==> src/rtl/wht_pkg.sv <==
package wht_pkg;
  // Strobes from control to datapath
  typedef struct packed {
    logic wrGo;      // commit the write this cycle
    logic flushAll;  // clear every valid flag
    logic blockRead; // suppress the lookup result
  } whtStrobes_t;
endpackage

==> src/rtl/wht_ctrl.sv <==
module wht_ctrl #(
  parameter int IDXW = 4
) (
  input  logic               lookupValid,
  input  logic [IDXW-1:0]    lookupIdx,
  input  logic               wrEn,
  input  logic [IDXW-1:0]    wrIdx,
  input  logic               cacheMiss,
  input  logic               btbReplace,
  output wht_pkg::whtStrobes_t strb,
  output logic               stall
);
  logic flushReq;
  logic portConflict;

  always_comb begin
    flushReq     = cacheMiss | btbReplace;
    portConflict = wrEn & lookupValid & (wrIdx != lookupIdx);
    stall          = flushReq | portConflict;
    strb.flushAll  = flushReq;
    strb.wrGo      = wrEn & ~flushReq;
    strb.blockRead = stall;
  end
endmodule

==> src/rtl/wht_data.sv <==
module wht_data #(
  parameter int ENTRIES = 16,
  parameter int IDXW    = 4,
  parameter int GRPW    = 8
) (
  input  logic                 clk,
  input  logic                 rstN,
  input  wht_pkg::whtStrobes_t strb,
  input  logic [IDXW-1:0]      wrIdx,
  input  logic                 wrTaken,
  input  logic [GRPW-1:0]      wrPtrs,
  input  logic                 lookupValid,
  input  logic [IDXW-1:0]      lookupIdx,
  input  logic                 lookupTaken,
  output logic [GRPW-1:0]      rdPtrs,
  output logic                 rdValid
);
  localparam int SLOTS = ENTRIES * 2;
  localparam int SLOTW = IDXW + 1;

  logic [GRPW-1:0]  ptrMem [SLOTS];
  logic [SLOTS-1:0] vldMem;
  logic [SLOTS-1:0] slotWe;
  logic [SLOTW-1:0] wrSlot;
  logic [SLOTW-1:0] rdSlot;

  assign wrSlot = {wrIdx, wrTaken};
  assign rdSlot = {lookupIdx, lookupTaken};

  // One write-enable decoder per slot
  for (genvar s = 0; s < SLOTS; s++) begin : g_slotDec
    assign slotWe[s] = strb.wrGo && (wrSlot == SLOTW'(s));
  end

  always_ff @(posedge clk or negedge rstN) begin
    if (!rstN) begin
      vldMem <= '0;
      for (int s = 0; s < SLOTS; s++) ptrMem[s] <= '0;
    end else begin
      for (int s = 0; s < SLOTS; s++) begin
        if (strb.flushAll)  vldMem[s] <= 1'b0;
        else if (slotWe[s]) vldMem[s] <= 1'b1;
        if (slotWe[s])      ptrMem[s] <= wrPtrs;
      end
    end
  end

  // Same-cycle read of registered state
  always_comb begin
    rdPtrs  = ptrMem[rdSlot];
    rdValid = lookupValid & ~strb.blockRead & vldMem[rdSlot];
  end
endmodule

==> src/rtl/wayHistTable.sv <==
module wayHistTable #(
  parameter int ENTRIES = 16,
  parameter int PTRS    = 4,
  parameter int WAYS    = 4,
  localparam int WPW    = (WAYS > 1) ? $clog2(WAYS) : 1,
  localparam int GRPW   = PTRS * WPW,
  localparam int IDXW   = (ENTRIES > 1) ? $clog2(ENTRIES) : 1
) (
  input  logic            clk,
  input  logic            rstN,
  input  logic            lookupValid,
  input  logic [IDXW-1:0] lookupIdx,
  input  logic            lookupTaken,
  output logic [GRPW-1:0] rdPtrs,
  output logic            rdValid,
  input  logic            wrEn,
  input  logic [IDXW-1:0] wrIdx,
  input  logic            wrTaken,
  input  logic [GRPW-1:0] wrPtrs,
  input  logic            cacheMiss,
  input  logic            btbReplace,
  output logic            stall
);
  wht_pkg::whtStrobes_t strb;

  wht_ctrl #(.IDXW(IDXW)) ctrl_i (
    .lookupValid(lookupValid), .lookupIdx(lookupIdx),
    .wrEn(wrEn), .wrIdx(wrIdx),
    .cacheMiss(cacheMiss), .btbReplace(btbReplace),
    .strb(strb), .stall(stall)
  );

  wht_data #(.ENTRIES(ENTRIES), .IDXW(IDXW), .GRPW(GRPW)) data_i (
    .clk(clk), .rstN(rstN), .strb(strb),
    .wrIdx(wrIdx), .wrTaken(wrTaken), .wrPtrs(wrPtrs),
    .lookupValid(lookupValid), .lookupIdx(lookupIdx), .lookupTaken(lookupTaken),
    .rdPtrs(rdPtrs), .rdValid(rdValid)
  );
endmodule

==> config.mk <==
export PLATFORM = sky130hd
export DESIGN_NAME = wayHistTable
export DESIGN_NICKNAME = d
export VERILOG_FILES = /design/src/rtl/wht_pkg.sv /design/src/rtl/wht_ctrl.sv /design/src/rtl/wht_data.sv /design/src/rtl/wayHistTable.sv
export SDC_FILE = /design/constraint.sdc
export NUM_CORES = 1
export LEC_CHECK = 0
export BUFFER_PORTS_ARGS = -buffer_cell sky130_fd_sc_hd__buf_2
export CELL_PAD_IN_SITES_DETAIL_PLACEMENT = 2
export CELL_PAD_IN_SITES_GLOBAL_PLACEMENT = 2
export CORE_MARGIN = 1
export CORE_UTILIZATION = 49
export DETAILED_ROUTE_END_ITERATION = 7
export PLACE_DENSITY_LB_ADDON = 0.1
export SYNTH_ARGS = -nofsm -noshare
export SYNTH_HDL_FRONTEND = slang
export SYNTH_SLANG_ARGS = --single-unit
export TNS_END_PERCENT = 20
==> constraint.sdc <==
create_clock -name clk -period 3.8 [get_ports clk]
set_clock_uncertainty 0.15 [all_clocks]
set_input_delay 0.57 -clock clk [delete_from_list [all_inputs] [get_ports clk]]
set_output_delay 0.57 -clock clk [all_outputs]
set_load 0.02 [all_outputs]
# ---- Yosys cells after proc, flatten, opt, wreduce, memory -nomap -nowiden
# Index checks and enable logic that the tools add are counted.
dict set report classes {
  magnitude_cmp 2
  muxes 69
  bitwise_logic 10
  reduce_logical 65
  eq_ne 32
}
# operator n
set ops {}
lappend ops {{$eq 5x5->1 const B} 16}
lappend ops {{$mux 1} 65}
lappend ops {{$reduce_bool 2->1} 32}
lappend ops {{$bmux 8 s5} 1}
lappend ops {{$eq 5x4->1 const B} 8}
lappend ops {{$logic_and 1x1->1} 32}
lappend ops {{$eq 5x3->1 const B} 4}
lappend ops {{$mux 8} 2}
lappend ops {{$eq 5x2->1 const B} 2}
lappend ops {{$ge 6x6->1 const B} 1}
lappend ops {{$lt 5x6->1 const B} 1}
lappend ops {{$not 5->6} 1}
lappend ops {{$and 1x1->1} 5}
lappend ops {{$bmux 1 s5} 1}
lappend ops {{$eq 5x1->1 const B} 1}
lappend ops {{$logic_not 5->1} 1}
lappend ops {{$ne 4x4->1} 1}
lappend ops {{$not 1->1} 2}
lappend ops {{$or 1x1->1} 2}
dict set report word_totals {
  in_bits 24
  word_cells 242
  out_inout_bits 10
  ff_bits 288
}

# ---- Longest topological paths before layout
dict set report depth {
  ltp_word 6
  mapped_depth 8
  ltp_nobuf 4
}

# ---- Hierarchy
# Synthesis repeated with hierarchy kept, for this count alone.
dict set report hier_totals {
  cells_unflattened 846
  hier_area_um2 13202.7
}
# mod area_each_um2 seq_area_each_um2 cells_each n_inst
set by_module_without_submodules {}
lappend by_module_without_submodules {wht_data 13123.8 7206.9 835 1}
lappend by_module_without_submodules {wht_ctrl 78.8 0.0 11 1}

# ---- Worst setup path after synthesis
# No wires, ideal clock.
dict set report synth_path {
  kind {input-to-output}
  start {input port lookupTaken}
  end {output port rdPtrs[7]}
  n_path_buf 2
  stages 6
  slack_ns 1.167
  arrival_time_ns 1.913
  required_ns 3.080
  path_cell_list {buf_6 buf_4 mux4_2 mux2_2 nand2_1 nand4_1}
}
dict set report synth_between {
  elab_chain_cells 4
}
# item line_no
set synth_rtl {}
lappend synth_rtl {{start, declared} wayHistTable.sv:13} ;# input logic lookupTaken,
lappend synth_rtl {{$not 5->6 (not written as such)} wht_data.sv:50} ;# rdPtrs = ptrMem[rdSlot];
lappend synth_rtl {{$bmux 8 s5} wht_data.sv:50}
lappend synth_rtl {{$mux 8 (not written as such) (2 in series)} wht_data.sv:50}
lappend synth_rtl {{end, declared} wayHistTable.sv:14} ;# output logic [GRPW-1:0] rdPtrs,
# Every way passes these cells. The select of a mux whose other input is x is not followed.

# ---- Worst setup path after layout
dict set report layout_path {
  start {input port lookupTaken}
  end {output port rdPtrs[1]}
}
# The elaborated chain is that of the path after synthesis.

==> impl_metrics.toml <==
[synthesis]
netlist_instances = 960
synth_area_um2 = 13400
yosys-top-cells-area = "dfrtp_1, mux2_2, mux2i_1, mux4_2, a22oi_1"
ys_seq_area_share_pct = 53.9
synth_warnings = 0
synth_nets = 984
synth_top_area_cell = "dfrtp_1"
synth_top_area_share_pct = 53.9
synth.avg_cell_area_um2 = 13.9
ys_types = 32
ys_ff_latch = 288

[die]
fp.dieH_um = 167
ios = 34
die_w_um = 167
die_area_um2 = 27900
core_um2 = 26900
start_util_pct = 49.7
num_rows = 60

[critical_path]
crit_chain = "buf_2 > buf_12 > mux4_2 > mux2_2 > nand2_1 > nand4_1 > buf_2"
worstPathRequired_ns = 3.08
critical_path_buf_inv_count = 3
worstPathMaxFanout = 25
cpPeakStageDelay_ns = 0.56
cp_top_family = "multiplexers"
critPathLaunchType = "primary input"
cp.arrival_ns = 2.51
crit_type = "primary input to output port"
cp-end-kind = "output port"
crit_path_frequent_cell = "buf_2"
critPathSlowestCell = "mux4_2"

[final_layout]
synthToLayoutAreaGrowth_pct = 11.9
post_layout_nonfiller_instances = 1340
post_route_cells_drive_above_1_share_pct = 41.8
nNetsFinal = 998
diodes = 0
final_area_um2 = 15000

[sta]
period_minus_slack_ns = 3.23
slew_viol_final = 0
fin_tns_setup_ns = 0
max_freq_mhz = 310
fin_crit_sh_pct = 84.9
hold-worst-slack_ns = 0.342
finalWorstSetupSlack_ns = 0.575
rsz0062_at_grt = "no"
hold_violations = 0
setup_violations = 0
slew_headroom_pct = 46.4
tightest_slew_ns = 0.804

[clocking]
htree_levels = 2
tritoncts = "built"
cts.sinks = 288
clock_path_buffers = 3
cts_buffers = 34
postCtsSetupBuffers = 0
clk_latency_ns = 0.50
cts_root_buf = "clkbuf_16"
path_clk_slew_ns = 0.05

[global_route]
grt_pass1_vias = 9693
grt_pass1_wl_um = 65100
antenna_found_initial = 1
grt_max_degree = 107
grtUsageTotal_pct = 31.7
overflow = 0

[power_and_ir_drop]
power_per_cell_area_nw_per_um2 = 503
ir_drop_uv = 577
p_leak_nw = 7.44

[routing]
drt_wl_total_um = 42200
drt_iter0_drc = 658
vias = 8430
viasPerCell = 6.29
post_drt_wl_per_cell_um = 31.5
final_antenna_net_count = 0
route.detailed.drc = 0
first_pass_iters = 5

[run_status]
status = "finished, final reports clean"

[min_path]
hold_path.class = "register to register"

[placed_design]
hpwl_um = 27000
io_buffers = 33
place_congestion = 0.905
place_area_um2 = 13800
dpl_worst_slack_ns = 0.641
dp.cells = 1278

[run]
maxCapViolCount = 0
==> layout make-up <==
class,count,area [µm²]
tap,341,427
clock inverter,8,70.1
sequential,288,7210
fill,2396,11900
timing repair buffer,48,372
clock buffer,53,1060
multi-input combinational,602,5820
==> metal layers <==
metal	up-vias	wire (µm)	GRT usage, %
met3	57	2050	5.20
met2	210	20900	52.4
li1	3529	-	-
met1	4634	18500	43.7
met5	-	0	0
met4	0	679	7.65
==> layout by cell type (no fill, tap or decap), drive strengths merged, types with 8 or more instances in the layout <==
| cell type | count |
|---|---|
| clkbuf | 53 |
| dfrtp | 288 |
| nand3 | 23 |
| nand2 | 44 |
| nor2 | 28 |
| buf | 47 |
| mux2i | 105 |
| mux4 | 22 |
| a21o | 24 |
| mux2 | 264 |
| a22oi | 40 |
| a21oi | 8 |
| nand4 | 17 |
==> through the flow <==
step                      total power, mW  utilization, %
after detailed placement             4.25            51.4
after CTS                            7.56            55.6
after global placement               4.17            51.4
final                                7.52            55.6
after global routing                 7.75            55.6
after floorplan                      3.92               -
==> flip-flops by register name (all words and copies together) (netlist names) <==
name,cells
data_i.vldMem,32
data_i.ptrMem,256
==> cell usage after synthesis <==
| cell type | number |
|---|---|
| buf_2 | 15 |
| and3_1 | 2 |
| mux2i_1 | 105 |
| clkbuf_1 | 43 |
| nor2b_1 | 7 |
| nand3b_1 | 1 |
| a22oi_1 | 40 |
| nor2_1 | 4 |
| nand2b_1 | 3 |
| and4b_1 | 1 |
| nor3b_1 | 1 |
| buf_12 | 1 |
| and2_1 | 2 |
| nor2_2 | 24 |
| buf_1 | 2 |
| mux4_2 | 22 |
| nor3_2 | 1 |
| nand2_1 | 44 |
| a2111oi_2 | 1 |
| nand4_1 | 17 |
| a221oi_2 | 1 |
| dfrtp_1 | 288 |
| a21oi_1 | 8 |
| and3b_1 | 2 |
| buf_4 | 7 |
| buf_6 | 2 |
| a21o_1 | 24 |
| nand3_2 | 2 |
| nand3_1 | 21 |
| or2_2 | 1 |
| mux2_2 | 264 |
| xnor2_1 | 4 |
==> final timing paths <==
kind,cells past startpoint,to,slack [ns],start
min reg2reg,2,data_i.vldMem[2]$_DFFE_PN0P_,0.34,data_i.vldMem[2]$_DFFE_PN0P_
min in group asynchronous,2,data_i.ptrMem[171]$_DFFE_PN0P_,0.47,rstN
max in group asynchronous,3,data_i.ptrMem[71]$_DFFE_PN0P_,1.97,rstN
max reg2reg,1,data_i.ptrMem[97]$_DFFE_PN0P_,2.82,data_i.ptrMem[97]$_DFFE_PN0P_
min,2,data_i.vldMem[2]$_DFFE_PN0P_,0.34,data_i.vldMem[2]$_DFFE_PN0P_
max,7,rdPtrs[1],0.57,lookupTaken
==> power by group <==
group | leakage, nW | switching (mW) | internal (mW) | total [mW]
sequential | 3.93 | 0.138 | 3.29 | 3.43
combinational | 2.96 | 0.454 | 0.335 | 0.789
clock | 0.551 | 1.32 | 1.98 | 3.30
total | 7.44 | 1.91 | 5.61 | 7.52
==> cell families after synthesis <==
logic type             share of synthesized area, %
multiplexers                                   33.8
AO/OA/AOI/OAI                                  4.12
XOR/XNOR                                      0.262
buffers and inverters                          2.54
flip-flops                                     53.9
AND/OR/NAND/NOR                                5.30
==> timing repair <==
item                                   4_1_cts  5_1_grt
hold buffers                                 1        0
setup endpoints to repair                    0        0
endpoints found under the hold margin       80        0
gates resized for setup                      0        0
(Power assumes the default switching activity.)
